**src/rtl/uart_rx_pkg.sv**
```systemverilog
package uart_rx_pkg;
    typedef enum logic [1:0] {
        RX_IDLE  = 2'd0,
        RX_START = 2'd1,
        RX_DATA  = 2'd2,
        RX_STOP  = 2'd3
    } rx_state_e;

    // control register field positions
    localparam int CTL_MDA = 7;
    localparam int CTL_MDB = 6;
    localparam int CTL_REN = 4;
    localparam int CTL_B9  = 2;
    localparam int CTL_RI  = 0;

    // status register field positions
    localparam int ST_FE    = 0;
    localparam int ST_BRK   = 1;
    localparam int ST_BRKEN = 2;
    localparam int ST_VIEW  = 3;

    localparam logic ADDR_CTL = 1'b0;
    localparam logic ADDR_ST  = 1'b1;
endpackage

```
**src/rtl/uart_rx_sampler.sv**
```systemverilog
module uart_rx_sampler #(
    parameter int SYNC_STAGES = 2
) (
    input  logic clk,
    input  logic rst_n,
    input  logic tick,
    input  logic rxd,
    output logic line_s,
    output logic vote
);
    logic [SYNC_STAGES-1:0] sync_q;
    logic [1:0]             hist_q;

    generate
        if (SYNC_STAGES == 1) begin : g_one
            always_ff @(posedge clk or negedge rst_n) begin
                if (!rst_n) sync_q <= '1;
                else        sync_q <= rxd;
            end
        end else begin : g_chain
            always_ff @(posedge clk or negedge rst_n) begin
                if (!rst_n) sync_q <= '1;
                else        sync_q <= {sync_q[SYNC_STAGES-2:0], rxd};
            end
        end
    endgenerate

    assign line_s = sync_q[SYNC_STAGES-1];

    // two previous samples for the three-sample majority
    always_ff @(posedge clk or negedge rst_n) begin
        if (!rst_n)    hist_q <= 2'b11;
        else if (tick) hist_q <= {hist_q[0], line_s};
    end

    assign vote = (hist_q[1] & hist_q[0]) | (hist_q[1] & line_s) | (hist_q[0] & line_s);
endmodule

```
**src/rtl/uart_rx_fsm.sv**
```systemverilog
module uart_rx_fsm
    import uart_rx_pkg::*;
#(
    parameter int OVS       = 16,
    parameter int DATA_BITS = 8
) (
    input  logic                 clk,
    input  logic                 rst_n,
    input  logic                 tick,
    input  logic                 line_s,
    input  logic                 vote,
    input  logic                 ren,
    input  logic                 nine_bit,
    output logic                 frame_done,
    output logic [DATA_BITS-1:0] data,
    output logic                 bit9,
    output logic                 stop_bit
);
    localparam int CW      = $clog2(OVS);
    localparam int VOTE_AT = OVS / 2 + 1;
    localparam int IW      = $clog2(DATA_BITS + 1);

    rx_state_e            state_q, state_d;
    logic [CW-1:0]        cnt_q;
    logic [IW-1:0]        idx_q;
    logic [DATA_BITS:0]   sh_q;
    logic                 done_q;
    logic [DATA_BITS-1:0] data_q;
    logic                 bit9_q, stop_q;
    logic                 mid;
    logic [IW-1:0]        last_idx;

    assign mid      = tick && (cnt_q == CW'(VOTE_AT));
    assign last_idx = nine_bit ? IW'(DATA_BITS) : IW'(DATA_BITS - 1);

    // state register
    always_ff @(posedge clk or negedge rst_n) begin
        if (!rst_n) state_q <= RX_IDLE;
        else        state_q <= state_d;
    end

    // transitions
    always_comb begin
        state_d = state_q;
        if (!ren) begin
            state_d = RX_IDLE;
        end else begin
            unique case (state_q)
                RX_IDLE:  if (tick && !line_s) state_d = RX_START;
                RX_START: if (mid) state_d = vote ? RX_IDLE : RX_DATA;
                RX_DATA:  if (mid && idx_q == last_idx) state_d = RX_STOP;
                RX_STOP:  if (mid) state_d = RX_IDLE;
                default:  state_d = RX_IDLE;
            endcase
        end
    end

    // datapath and registered outputs
    always_ff @(posedge clk or negedge rst_n) begin
        if (!rst_n) begin
            cnt_q  <= '0;
            idx_q  <= '0;
            sh_q   <= '0;
            done_q <= 1'b0;
            data_q <= '0;
            bit9_q <= 1'b0;
            stop_q <= 1'b1;
        end else begin
            done_q <= 1'b0;
            if (state_q == RX_IDLE) begin
                if (tick) cnt_q <= CW'(1);
            end else if (tick) begin
                cnt_q <= cnt_q + CW'(1);
            end
            if (ren && mid) begin
                unique case (state_q)
                    RX_START: idx_q <= '0;
                    RX_DATA: begin
                        sh_q  <= {vote, sh_q[DATA_BITS:1]};
                        idx_q <= idx_q + IW'(1);
                    end
                    RX_STOP: begin
                        done_q <= 1'b1;
                        stop_q <= vote;
                        data_q <= nine_bit ? sh_q[DATA_BITS-1:0] : sh_q[DATA_BITS:1];
                        bit9_q <= nine_bit ? sh_q[DATA_BITS] : vote;
                    end
                    default: ;
                endcase
            end
        end
    end

    assign frame_done = done_q;
    assign data       = data_q;
    assign bit9       = bit9_q;
    assign stop_bit   = stop_q;
endmodule

```
**src/rtl/uart_rx_brkdet.sv**
```systemverilog
module uart_rx_brkdet #(
    parameter int OVS      = 16,
    parameter int BRK_BITS = 11
) (
    input  logic clk,
    input  logic rst_n,
    input  logic tick,
    input  logic line_s,
    output logic brk_pulse
);
    localparam int LIMIT = BRK_BITS * OVS;
    localparam int W     = $clog2(LIMIT + 1);

    logic [W-1:0] low_cnt_q;
    logic         seen_q;
    logic         pulse_q;

    always_ff @(posedge clk or negedge rst_n) begin
        if (!rst_n) begin
            low_cnt_q <= '0;
            seen_q    <= 1'b0;
            pulse_q   <= 1'b0;
        end else begin
            pulse_q <= 1'b0;
            if (tick) begin
                if (line_s) begin
                    low_cnt_q <= '0;
                    seen_q    <= 1'b0;
                end else if (!seen_q) begin
                    if (low_cnt_q == W'(LIMIT - 1)) begin
                        pulse_q   <= 1'b1;
                        seen_q    <= 1'b1;
                        low_cnt_q <= '0;
                    end else begin
                        low_cnt_q <= low_cnt_q + W'(1);
                    end
                end
            end
        end
    end

    assign brk_pulse = pulse_q;
endmodule

```
**src/rtl/uart_rx_regs.sv**
```systemverilog
module uart_rx_regs
    import uart_rx_pkg::*;
(
    input  logic       clk,
    input  logic       rst_n,
    input  logic       reg_we,
    input  logic       reg_addr,
    input  logic [7:0] reg_wdata,
    output logic [7:0] reg_rdata,
    input  logic       frame_done,
    input  logic       stop_bit,
    input  logic       bit9,
    input  logic       brk_pulse,
    output logic       mode_a,
    output logic       mode_b,
    output logic       ren,
    output logic       fe_flag,
    output logic       brk_flag,
    output logic       brk_en,
    output logic       view_sel,
    output logic       ri_flag,
    output logic       brk_rst_req
);
    logic wr_ctl, wr_st;
    logic fe_clr, brk_clr, ri_clr;
    logic fe_set;

    assign wr_ctl  = reg_we && (reg_addr == ADDR_CTL);
    assign wr_st   = reg_we && (reg_addr == ADDR_ST);
    assign fe_set  = frame_done && !stop_bit;
    assign fe_clr  = (wr_st && !reg_wdata[ST_FE]) ||
                     (wr_ctl && view_sel && !reg_wdata[CTL_MDA]);
    assign brk_clr = wr_st && !reg_wdata[ST_BRK];
    assign ri_clr  = wr_ctl && !reg_wdata[CTL_RI];

    always_ff @(posedge clk or negedge rst_n) begin
        if (!rst_n) begin
            mode_a   <= 1'b0;
            mode_b   <= 1'b0;
            ren      <= 1'b0;
            fe_flag  <= 1'b0;
            brk_flag <= 1'b0;
            brk_en   <= 1'b0;
            view_sel <= 1'b0;
            ri_flag  <= 1'b0;
        end else begin
            if (wr_ctl) begin
                ren <= reg_wdata[CTL_REN];
                if (!view_sel) begin
                    mode_a <= reg_wdata[CTL_MDA];
                    mode_b <= reg_wdata[CTL_MDB];
                end
            end
            if (wr_st) begin
                brk_en   <= reg_wdata[ST_BRKEN];
                view_sel <= reg_wdata[ST_VIEW];
            end
            // set wins over a clear in the same cycle
            if (fe_set)      fe_flag <= 1'b1;
            else if (fe_clr) fe_flag <= 1'b0;
            if (brk_pulse)    brk_flag <= 1'b1;
            else if (brk_clr) brk_flag <= 1'b0;
            if (frame_done)  ri_flag <= 1'b1;
            else if (ri_clr) ri_flag <= 1'b0;
        end
    end

    always_comb begin
        reg_rdata = 8'h00;
        if (reg_addr == ADDR_CTL) begin
            reg_rdata[CTL_MDA] = view_sel ? fe_flag : mode_a;
            reg_rdata[CTL_MDB] = mode_b;
            reg_rdata[CTL_REN] = ren;
            reg_rdata[CTL_B9]  = bit9;
            reg_rdata[CTL_RI]  = ri_flag;
        end else begin
            reg_rdata[ST_FE]    = fe_flag;
            reg_rdata[ST_BRK]   = brk_flag;
            reg_rdata[ST_BRKEN] = brk_en;
            reg_rdata[ST_VIEW]  = view_sel;
        end
    end

    assign brk_rst_req = brk_pulse && brk_en;
endmodule

```
**src/rtl/uart_rx_brk.sv**
```systemverilog
module uart_rx_brk
    import uart_rx_pkg::*;
#(
    parameter int OVS         = 16,
    parameter int BRK_BITS    = 11,
    parameter int SYNC_STAGES = 2
) (
    input  logic       clk,
    input  logic       rst_n,
    input  logic       tick16,
    input  logic       rxd,
    input  logic       reg_we,
    input  logic       reg_addr,
    input  logic [7:0] reg_wdata,
    output logic [7:0] reg_rdata,
    output logic [7:0] rx_data,
    output logic       rx_bit9,
    output logic       rx_valid,
    output logic       brk_rst_req
);
    logic line_s, vote;
    logic frame_done, stop_bit, bit9;
    logic brk_pulse;
    logic mode_a, mode_b, ren;
    logic fe_flag, brk_flag, brk_en, view_sel, ri_flag;

    uart_rx_sampler #(.SYNC_STAGES(SYNC_STAGES)) u_smp (
        .clk(clk), .rst_n(rst_n), .tick(tick16), .rxd(rxd),
        .line_s(line_s), .vote(vote)
    );

    uart_rx_fsm #(.OVS(OVS), .DATA_BITS(8)) u_fsm (
        .clk(clk), .rst_n(rst_n), .tick(tick16), .line_s(line_s), .vote(vote),
        .ren(ren), .nine_bit(mode_a), .frame_done(frame_done),
        .data(rx_data), .bit9(bit9), .stop_bit(stop_bit)
    );

    uart_rx_brkdet #(.OVS(OVS), .BRK_BITS(BRK_BITS)) u_brk (
        .clk(clk), .rst_n(rst_n), .tick(tick16), .line_s(line_s),
        .brk_pulse(brk_pulse)
    );

    uart_rx_regs u_regs (
        .clk(clk), .rst_n(rst_n), .reg_we(reg_we), .reg_addr(reg_addr),
        .reg_wdata(reg_wdata), .reg_rdata(reg_rdata),
        .frame_done(frame_done), .stop_bit(stop_bit), .bit9(bit9),
        .brk_pulse(brk_pulse), .mode_a(mode_a), .mode_b(mode_b), .ren(ren),
        .fe_flag(fe_flag), .brk_flag(brk_flag), .brk_en(brk_en),
        .view_sel(view_sel), .ri_flag(ri_flag), .brk_rst_req(brk_rst_req)
    );

    assign rx_bit9  = bit9;
    assign rx_valid = frame_done;
endmodule

```
**config.mk**
```make
export PLATFORM = sky130hd
export DESIGN_NAME = uart_rx_brk
export DESIGN_NICKNAME = d
export VERILOG_FILES = /design/src/rtl/uart_rx_pkg.sv /design/src/rtl/uart_rx_sampler.sv /design/src/rtl/uart_rx_fsm.sv /design/src/rtl/uart_rx_brkdet.sv /design/src/rtl/uart_rx_regs.sv /design/src/rtl/uart_rx_brk.sv
export SDC_FILE = /design/constraint.sdc
export NUM_CORES = 1
export LEC_CHECK = 0
export ABC_AREA = 1
export BUFFER_PORTS_ARGS = -buffer_cell sky130_fd_sc_hd__buf_4
export CAP_MARGIN = 20
export CORE_ASPECT_RATIO = 2
export CORE_MARGIN = 2
export CORE_UTILIZATION = 45
export DETAILED_ROUTE_END_ITERATION = 16
export GPL_TIMING_DRIVEN = 0
export HOLD_SLACK_MARGIN = 0.02
export PLACE_DENSITY = 0.64
export SETUP_SLACK_MARGIN = 0.5
export SLEW_MARGIN = 0
export SYNTH_ARGS = -nofsm -noshare
export SYNTH_HDL_FRONTEND = slang
export SYNTH_SLANG_ARGS = --single-unit
```
**constraint.sdc**
```tcl
create_clock -name clk -period 1.4 [get_ports clk]
set_input_delay 0.14 -clock clk [delete_from_list [all_inputs] [get_ports clk]]
set_output_delay 0.14 -clock clk [all_outputs]
set_load 0.05 [all_outputs]
```
==> results of run 1 <==
-- cell usage in the layout, fill, tap and decap left out, types with 9 or more instances in the layout --
cell,n
nand2_1,41
dfrtp_1,41
buf_4,30
inv_1,29
buf_6,28
nand2_2,21
o21ai_0,15
o21ai_2,11
o21a_1,10
nor2_1,9
a21oi_1,9
-- power groups by stage --
stage | sequential, mW | combinational, mW | clock [mW]
floorplan | 1.72 | 0.567 | 0
global placement | 1.73 | 0.749 | 0
detailed placement | 1.74 | 0.773 | 0
CTS | 1.73 | 1.02 | 1.47
global route | 1.75 | 1.41 | 1.52
finish | 1.74 | 1.30 | 1.45
-- kinds of logic (layout without fill, tap and decap cells) --
| kind of cell | count (synthesis) | after routing |
|---|---|---|
| AND/OR/NAND/NOR | 112 | 112 |
| XOR/XNOR | 6 | 6 |
| flip-flops | 52 | 52 |
| buffers and inverters | 48 | 114 |
| AO/OA/AOI/OAI | 63 | 63 |
| multiplexers | 2 | 2 |
| other | 1 | 1 |
| adder cells (fa/ha/maj) | 8 | 8 |
-- routing by layer --
metal  GRT usage (%)  up-vias  part of all wire, %  routed length [um]
li1                -     1084                    -                   -
met1            24.1     1085                   40                2450
met2            33.9       42                   54                3270
met3            3.73       13                  3.6                 218
met4            8.06        0                  2.5                 153
met5               0        -                    0                   0
-- per-stage QoR --
| stage | cell area [sq um] | setup TNS (ns) | util (%) | instances |
|---|---|---|---|---|
| finish | 3810 | -1.46 | 67.9 | 419 |
| global route | 3810 | -3.43 | 67.9 | 419 |
| CTS | 3560 | -1.30 | 63.5 | 407 |
| detailed placement | 2940 | -3.21 | 52.4 | 382 |
| global placement | 2940 | -2.32 | 52.4 | 382 |
| floorplan | 2650 | 0 | - | 292 |
-- how the worst max path moves through the flow --
stage / startpoint / end / depth (start not counted)
2_1_floorplan: u_fsm.cnt_q[1] / u_fsm.data[0] / 9
3_3_place_gp: u_fsm.cnt_q[1] / u_fsm.data[7] / 9
3_5_place_dp: u_fsm.cnt_q[1] / u_fsm.data[6] / 9
4_1_cts: u_fsm.cnt_q[1] / u_fsm.sh_q[2] / 8
5_1_grt: u_fsm.cnt_q[1] / u_fsm.sh_q[2] / 8
6_report: u_fsm.cnt_q[1] / u_fsm.sh_q[2] / 8
-- repair_timing --
action | 4_1_cts | 5_1_grt
hold endpoints to repair | 48 | 47
setup endpoints to repair | 60 | 61
gates resized for setup | 85 | 38
setup buffers | 14 | 12
pin swaps | 17 | 14
gates cloned | 2 | 0
-- worst reg2reg max path, stage by stage, from the launching register on --
cell and delay [ns]:
dfrtp_1 0.40, inv_2 0.09, ha_4 0.14, nand3_4 0.08
nor3_4 0.24, nand2_4 0.16, buf_8 0.17, nand2_2 0.05
o21ai_2 0.04
-- registers in the layout, indices dropped and copies added (netlist names), 2 cells and up --
register         cells
u_brk.low_cnt_q      8
u_smp.sync_q         2
u_fsm.state_q        2
u_fsm.idx_q          4
u_smp.hist_q         2
u_fsm.sh_q           9
u_fsm.data           8
u_fsm.cnt_q          4
-- layout make-up --
class / instances / area, sq um / area share [%]
plain buffers: 8 / 91.3 / 2.40
clock buffers: 6 / 139 / 3.65
clock inverters: 2 / 38.8 / 1.02
inverters: 40 / 158 / 4.14
multi-input cells: 192 / 1430 / 37.4
flip-flops and latches: 52 / 1320 / 34.5
well taps: 61 / 76.3 / 2.00
repair buffers: 58 / 567 / 14.9
==> results.json, run 1 <==
{
  "dieArea_sq_um": 6360,
  "yosysTopAreaCellShare_pct": 45.8,
  "grt_pass1_wl_um": 10000,
  "drt.antenna.violating_nets": 0,
  "crit_arrival_ns": 1.67,
  "final_max_slew_viol_count": 0,
  "tightest_slew_ns": 0.650,
  "placement.setup.worst_slack_ns": -0.188,
  "setup.worst_path.end_class": "flop",
  "initial_core_util_pct": 45.8,
  "synthMostInstantiatedCell": "nand2_1",
  "viasPerCell": 5.31,
  "num_ports": 33,
  "antenna_cells_inserted": 0,
  "async_flop_share_pct": 100,
  "synth_area_per_cell_sq_um": 8.79,
  "fmaxAchievable_ghz": 0.673,
  "setup_viol": 25,
  "final_min_period_over_clock_period_pct": 106,
  "placeableCoreArea_sq_um": 5610,
  "synth_compound_gate_area_share_pct": 15.4,
  "internal_power_mw": 3.11,
  "cts.clk_slew.worst_paths_ns": 0.07,
  "combPwrFrac_pct": 29.0,
  "grt.total_usage_pct": 20.0,
  "final_nets": 379,
  "skew_ns": 0.00824,
  "timing.slew.headroom_pct": 56.7,
  "fin_ws_ns": -0.0852,
  "timing.critical_path.cells": "inv_2 > ha_4 > nand3_4 > nor3_4 > nand2_4 > buf_8 > nand2_2 > o21ai_2",
  "totalWireLength_um": 6100,
  "number_of_maximum_capacitance_constraint_violations": 0,
  "synth.area.mux_share_pct": 0.828,
  "clock_tree.buffer_depth": 2,
  "unrepaired_setup_endpoints_after_global_routing": "yes",
  "fin_hold_ws_ns": -0.145,
  "postCtsHoldBufs": 1,
  "synth.cell_area_sq_um": 2570,
  "peakVddDrop_mv": 1.41,
  "timing.critical_path.buf_inv": 2,
  "cellLeakagePower_nw": 1.74,
  "violations_in_the_final_reports": "negative hold slack, negative setup slack",
  "synth_cell_type_count": 31,
  "cts_root_buffer": "clkbuf_16",
  "crit_path_top_delay_cell": "dfrtp_1",
  "synthXorXnorAreaFrac_pct": 2.05,
  "ys_seq_area_share_pct": 50.9,
  "sw_frac_of_total_pct": 30.7,
  "ctsHtreeMaxLevel": 2,
  "synth-adder-area-share_pct": 3.90,
  "status": "finished with violations",
  "std_cell_rows": 39,
  "ys_ff_latch": 52,
  "hold_path_class": "input pin to async pin",
  "cts_made_buffers": 5,
  "post_synth_inst_count": 292,
  "seq_power_share_pct": 38.7,
  "synth_top_family_by_area": "simple AND/OR/NAND/NOR gates",
  "antenna_found_initial": 0,
  "cpPeakStageDelay_ns": 0.40,
  "route.vias.total": 2224,
  "fill_cells": 412,
  "area_delta_synth_final_pct": 48.4,
  "critPathTopFamily": "simple AND/OR/NAND/NOR gates",
  "power_switching_mw": 1.38,
  "critical_path.reg2reg.startpoint": "u_fsm.cnt_q[1]",
  "finalHoldViolations": 47,
  "drt_first_iter_violations": 67,
  "leading_cell_types_by_total_area_after_synthesis": "dfrtp_1, nand2_1, inv_1, dfstp_2, ha_1",
  "largest_net_degree_at_the_start_of_global_routing": 53,
  "fp.dieW_um": 57.4,
  "period_minus_slack_ns": 1.49,
  "synth.cells.most_frequent": "nand2_1, dfrtp_1, inv_1",
  "critical_path_peak_fanout": 8,
  "share_clk_of_total_power_pct": 32.3,
  "main_flop_type_after_synthesis": "dfrtp_1",
  "port_buffers": 29,
  "route.detailed.wl_per_inst_um": 14.5,
  "critPathRequiredTime_ns": 1.59,
  "floorplan.die.height_um": 111,
  "cts.sink_count": 52,
  "power.total_mw": 4.49,
  "yosys.area_share.simple_pct": 19.0,
  "worst-r2r-cell-count": 8,
  "number_of_enable_type_register_cells_in_the_synthesized_netlist": 0,
  "worst_r2r_endpoint": "u_fsm.sh_q[2]",
  "vias_in_the_first_global_route": 2172,
  "pwr_density_cell_nw_per_um2": 1180,
  "dr.pass1.iters": 4,
  "place_congestion": 0.819,
  "timing.setup.critical_path_class": "flop to flop",
  "r2r_slack_ns": -0.09,
  "startpoint_type": "flop",
  "cts_tree": "yes",
  "layout-drive-gt1-share_pct": 47.8,
  "clk-insertion-delay-late_ns": 0.30,
  "synth_warnings": 0,
  "grt_overflow_total": 0,
  "synth_top_area_cell": "dfrtp_1",
  "dpl.hpwl_um": 3690,
  "synthesized_nets": 314,
  "drt_drc_violations_left": 0
}
Note: power is estimated with default switching activity, not from simulation.
==> inputs of run 2 (changes only) <==
--- a/config.mk
+++ b/config.mk
@@ -8,13 +8,13 @@
 export ABC_AREA = 1
 export BUFFER_PORTS_ARGS = -buffer_cell sky130_fd_sc_hd__buf_4
 export CAP_MARGIN = 20
-export CORE_ASPECT_RATIO = 2
+export CORE_ASPECT_RATIO = 1.4
 export CORE_MARGIN = 2
 export CORE_UTILIZATION = 45
 export DETAILED_ROUTE_END_ITERATION = 16
 export GPL_TIMING_DRIVEN = 0
 export HOLD_SLACK_MARGIN = 0.02
-export PLACE_DENSITY = 0.64
+export PLACE_DENSITY = 0.66
 export SETUP_SLACK_MARGIN = 0.5
 export SLEW_MARGIN = 0
 export SYNTH_ARGS = -nofsm -noshare
==> results.json, run 2 (synthesized netlist as in run 1, its figures left out) <==
{
  "placeableCoreArea_sq_um": 5530,
  "cts.clk_slew.worst_paths_ns": 0.10,
  "peakVddDrop_mv": 0.621,
  "setup.worst_path.end_class": "flop",
  "final_core_utilization_pct": 65.9,
  "std_cell_rows": 32,
  "timing.critical_path.buf_inv": 2,
  "number_of_maximum_capacitance_constraint_violations": 0,
  "cellLeakagePower_nw": 1.66,
  "timing.setup.critical_path_class": "flop to flop",
  "route.detailed.wl_per_inst_um": 13.5,
  "final_min_period_over_clock_period_pct": 104,
  "power.total_mw": 3.77,
  "route.vias.total": 2133,
  "grt_pass1_wl_um": 9240,
  "period_minus_slack_ns": 1.46,
  "clk-insertion-delay-late_ns": 0.31,
  "final_nets": 376,
  "crit_path_top_delay_cell": "dfrtp_1",
  "final_max_slew_viol_count": 0,
  "regMostFlops": "u_fsm.sh_q",
  "startpoint_type": "flop",
  "port_buffers": 29,
  "viasPerCell": 5.04,
  "timing.critical_path.cells": "inv_2 > ha_4 > nand3_4 > nor2_4 > nand2_2 > nor2_4 > buf_6 > nand2_1 > o21a_1",
  "fin_hold_ws_ns": -0.152,
  "antenna_cells_inserted": 0,
  "placement.setup.worst_slack_ns": -0.199,
  "tightest_slew_ns": 0.670,
  "mostFrequentLayoutCells": "nand2_1, dfrtp_1, inv_1, buf_4, buf_6",
  "status": "finished with violations",
  "totalWireLength_um": 5720,
  "drt_first_iter_violations": 147,
  "ctsHtreeMaxLevel": 2,
  "largest_register_ffs": 9,
  "cpPeakStageDelay_ns": 0.40,
  "cts_tree": "yes",
  "cts_root_buffer": "clkbuf_8",
  "place_congestion": 0.745,
  "dieArea_sq_um": 6330,
  "fp.dieW_um": 67.8,
  "cts.sink_count": 52,
  "area_delta_synth_final_pct": 41.8,
  "antenna_found_initial": 0,
  "dpl.hpwl_um": 3600,
  "unrepaired_setup_endpoints_after_global_routing": "yes",
  "final-instance-count-excl-fill": 423,
  "timing.slew.headroom_pct": 55.3,
  "grt_overflow_total": 0,
  "design_area_sq_um": 3640,
  "fmaxAchievable_ghz": 0.684,
  "hold_path_class": "input pin to async pin",
  "grt.total_usage_pct": 19.3,
  "critical_path_peak_fanout": 5,
  "setup_total_negative_slack_ns": -0.585,
  "clock_tree.buffer_depth": 2,
  "leading_cell_type_in_the_layout_fill_and_taps_excluded": "nand2_1",
  "skew_ns": 0.0156,
  "num_ports": 33,
  "cts_made_buffers": 5,
  "placement.cell_area_sq_um": 2950,
  "violations_in_the_final_reports": "negative hold slack, negative setup slack",
  "floorplan.die.height_um": 93.4,
  "fin_ws_ns": -0.0615,
  "vias_in_the_first_global_route": 2101,
  "pwr_density_cell_nw_per_um2": 1030,
  "finalHoldViolations": 47,
  "initial_core_util_pct": 46.5,
  "worst_path_most_repeated_cell": "nor2_4",
  "critPathTopFamily": "simple AND/OR/NAND/NOR gates",
  "postCtsHoldBufs": 1,
  "critPathRequiredTime_ns": 1.61,
  "fill_cells": 432,
  "layout-drive-gt1-share_pct": 43.4,
  "dr.pass1.iters": 4,
  "drt.antenna.violating_nets": 0,
  "drt_drc_violations_left": 0,
  "setup_viol": 12,
  "largest_net_degree_at_the_start_of_global_routing": 53,
  "placed_cells": 389,
  "crit_arrival_ns": 1.67
}
==> run 2: cell types whose count changed in the layout (fill, tap and decap cells not counted), moves of 2 or more <==
cell,before,now
nor2_4,7,5
o22ai_2,6,3
clkbuf_16,6,0
nand2_4,6,10
nand3_2,3,0
nand3_1,8,12
buf_6,28,23
clkbuf_8,1,6
o22ai_1,4,7
nand2_1,41,43
nand2_2,21,15
buf_8,3,5
==> run 2: worst reg2reg max path, cell delays in order (launching register included) <==
cell and delay, ns:
dfrtp_1 0.40, inv_2 0.08, ha_4 0.13, nand3_4 0.09, nor2_4 0.13, nand2_2 0.08, nor2_4 0.16, buf_6 0.15
nand2_1 0.05, o21a_1 0.10
==> run 2: path summary, 6_finish.rpt <==
check / startpoint / end / slack (ns) / cells after the start
min in group clk: reg_wdata[2] / u_regs.brk_en / 0.06 / 2
worst max register to register: u_fsm.cnt_q[1] / u_fsm.data[2] / -0.06 / 9
worst max-delay path: u_fsm.cnt_q[1] / u_fsm.data[2] / -0.06 / 9
worst min register to register: u_smp.sync_q[0] / u_smp.sync_q[1] / 0.36 / 0
max in group asynchronous: rst_n / u_fsm.cnt_q[0] / 1.05 / 1
worst min-delay path: rst_n / u_regs.brk_flag / -0.15 / 1
==> run 2: layout make-up <==
type / instances / area (sq um) / share of cell area [%]
clock buffers: 7 / 86.3 / 2.37
flip-flops and latches: 52 / 1320 / 36.1
well taps: 68 / 85.1 / 2.34
inverters: 40 / 160 / 4.40
multi-input cells: 192 / 1360 / 37.4
repair buffers: 55 / 546 / 15.0
clock inverters: 1 / 7.51 / 0.206
plain buffers: 8 / 81.3 / 2.23
==> run 2: routing by layer <==
metal | GRT usage, % | routed length (um) | share of wire (%)
met2 | 35.9 | 3240 | 57
met3 | 3.73 | 157 | 2.7
met1 | 21.0 | 2230 | 39
met4 | 7.00 | 87 | 1.5
met5 | 0 | 0 | 0
==> run 2: timing repair <==
| action | 4_1_cts | 5_1_grt |
|---|---|---|
| resized for setup | 76 | 32 |
| endpoints found under the hold margin | 48 | 47 |
| cloned | 2 | 0 |
| endpoints found under the setup margin | 60 | 62 |
| pin swaps | 14 | 10 |
| setup buffers | 13 | 10 |
==> run 2: where the power goes <==
group	switching [mW]	internal, mW
clock	0.494	0.403
sequential	0.106	1.62
combinational	0.635	0.510
==> inputs of run 3 (changes only) <==
--- a/config.mk
+++ b/config.mk
@@ -14,7 +14,9 @@
 export DETAILED_ROUTE_END_ITERATION = 16
 export GPL_TIMING_DRIVEN = 0
 export HOLD_SLACK_MARGIN = 0.02
+export MAX_ROUTING_LAYER = met4
 export PLACE_DENSITY = 0.66
+export RECOVER_POWER = 100
 export SETUP_SLACK_MARGIN = 0.5
 export SLEW_MARGIN = 0
 export SYNTH_ARGS = -nofsm -noshare
==> results.json, run 3 (synthesized netlist as in run 1, its figures left out) <==
{
  "placed_cells": 389,
  "fmaxAchievable_ghz": 0.683,
  "fill_cells": 452,
  "timing.hold.worst.start": "reg_wdata[2]",
  "cts_tree": "yes",
  "clk-insertion-delay-late_ns": 0.31,
  "cts.clk_slew.worst_paths_ns": 0.10,
  "unrepaired_setup_endpoints_after_global_routing": "yes",
  "period_minus_slack_ns": 1.46,
  "power.total_mw": 3.75,
  "final_min_period_over_clock_period_pct": 105,
  "seq_power_share_pct": 46.0,
  "viasPerCell": 5.08,
  "fin_ws_ns": -0.0640,
  "drt_first_iter_violations": 162,
  "port_buffers": 29,
  "std_cell_rows": 32,
  "status": "finished with violations",
  "pwr_density_cell_nw_per_um2": 1060,
  "dpl.hpwl_um": 3600,
  "cts_root_buffer": "clkbuf_8",
  "skew_ns": 0.0164,
  "timing.slew.headroom_pct": 12.8,
  "fin_hold_ws_ns": 0.0585,
  "cellLeakagePower_nw": 1.63,
  "route.detailed.wl_per_inst_um": 13.6,
  "final_max_slew_viol_count": 0,
  "power_switching_mw": 1.23,
  "placement.setup.worst_slack_ns": -0.199,
  "dieArea_sq_um": 6330,
  "fp.dieW_um": 67.8,
  "hold_path_class": "input pin to flop",
  "largest_net_degree_at_the_start_of_global_routing": 53,
  "vias_in_the_first_global_route": 2101,
  "antenna_found_initial": 0,
  "largest_register_ffs": 9,
  "area_delta_synth_final_pct": 38.4,
  "critical_path_peak_fanout": 5,
  "startpoint_type": "flop",
  "dr.pass1.iters": 4,
  "setup_total_negative_slack_ns": -0.604,
  "whs_endpoint": "u_regs.brk_en",
  "place_congestion": 0.754,
  "worst-r2r-cell-count": 9,
  "layout.area.seq_sq_um": 1310,
  "totalWireLength_um": 5740,
  "multi_input_comb_area_sq_um": 1350,
  "antenna_cells_inserted": 0,
  "share_clk_of_total_power_pct": 24.0,
  "grt_pass1_wl_um": 9240,
  "internal_power_mw": 2.52,
  "violations_in_the_final_reports": "negative setup slack",
  "worst_r2r_endpoint": "u_fsm.data[2]",
  "clock_tree.buffer_depth": 2,
  "route.vias.total": 2149,
  "final-instance-count-excl-fill": 423,
  "leading_cell_type_in_the_layout_fill_and_taps_excluded": "nand2_1",
  "placeableCoreArea_sq_um": 5530,
  "crit_arrival_ns": 1.67,
  "ctsHtreeMaxLevel": 2,
  "number_of_maximum_capacitance_constraint_violations": 0,
  "final_nets": 376,
  "peakVddDrop_mv": 0.624,
  "cts_made_buffers": 5,
  "drt_drc_violations_left": 0,
  "num_ports": 33,
  "combPwrFrac_pct": 30.0,
  "initial_core_util_pct": 46.5,
  "design_area_sq_um": 3550,
  "grt_overflow_total": 0,
  "layout-drive-gt1-share_pct": 42.0,
  "setup.worst_path.end_class": "flop",
  "final_core_utilization_pct": 64.3,
  "finalHoldViolations": 0,
  "floorplan.die.height_um": 93.4,
  "cts.sink_count": 52,
  "setup_viol": 12,
  "critical_path.reg2reg.startpoint": "u_fsm.cnt_q[1]",
  "postCtsHoldBufs": 1,
  "whs_path_depth": 2,
  "critPathRequiredTime_ns": 1.61,
  "timing.setup.critical_path_class": "flop to flop",
  "regMostFlops": "u_fsm.sh_q",
  "tightest_slew_ns": 1.31,
  "mostFrequentLayoutCells": "nand2_1, dfrtp_1, inv_1, buf_4, o21ai_0",
  "placement.cell_area_sq_um": 2950,
  "drt.antenna.violating_nets": 0,
  "grt.total_usage_pct": 19.9,
  "r2r_slack_ns": -0.06,
  "sw_frac_of_total_pct": 32.8
}
run 3: worst max-delay path by stage:
stage / start / to / cells past startpoint / slack [ns]
floorplan: u_fsm.cnt_q[1] / u_fsm.data[0] / 9 / 0.01
global placement: u_fsm.cnt_q[1] / u_fsm.data[6] / 9 / -0.17
detailed placement: u_fsm.cnt_q[1] / u_fsm.bit9 / 8 / -0.20
CTS: u_fsm.cnt_q[1] / u_fsm.data[4] / 9 / -0.17
global route: u_fsm.cnt_q[1] / u_fsm.data[5] / 9 / -0.16
finish: u_fsm.cnt_q[1] / u_fsm.data[2] / 9 / -0.06
run 3: what timing repair did:
| action | 4_1_cts | 5_1_grt |
|---|---|---|
| endpoints found under the hold margin | 48 | 47 |
| setup buffers | 13 | 10 |
| pin swaps | 14 | 10 |
| setup endpoints to repair | 60 | 62 |
| resized for setup | 76 | 32 |
| gates cloned | 2 | 0 |
run 3: layer usage:
metal  up-vias  routed length, um  track usage [%]  part of all wire [%]
met1      1037               2260             21.0                    39
met3         9                167             3.73                   2.9
met2        32               3230             35.9                    56
met5         -                  0                -                     0
met4         0                 87             7.00                   1.5
li1       1071                  -                -                     -
run 3: worst max-delay path, stage by stage, from the launching register on:
cell and delay, ns:
dfrtp_1 0.40, inv_2 0.08, ha_4 0.13, nand3_4 0.09, nor2_4 0.13, nand2_2 0.08
nor2_4 0.16, buf_6 0.15, nand2_1 0.05, o21a_1 0.10
run 3: area by class of cell:
| class | instances | area share, % |
|---|---|---|
| tap | 68 | 2.40 |
| inverter | 40 | 4.40 |
| multi-input combinational | 192 | 37.9 |
| clock inverter | 1 | 0.211 |
| sequential | 52 | 37.0 |
| clock buffer | 7 | 2.43 |
| timing repair buffer | 55 | 13.4 |
| buffer | 8 | 2.25 |
run 3: power by group through the flow:
stage / Clock, mW / Combinational (mW) / Sequential, mW
floorplan: 0 / 0.567 / 1.72
global placement: 0 / 0.757 / 1.73
detailed placement: 0 / 0.771 / 1.73
CTS: 0.916 / 0.981 / 1.71
global route: 0.969 / 1.24 / 1.74
finish: 0.899 / 1.13 / 1.73
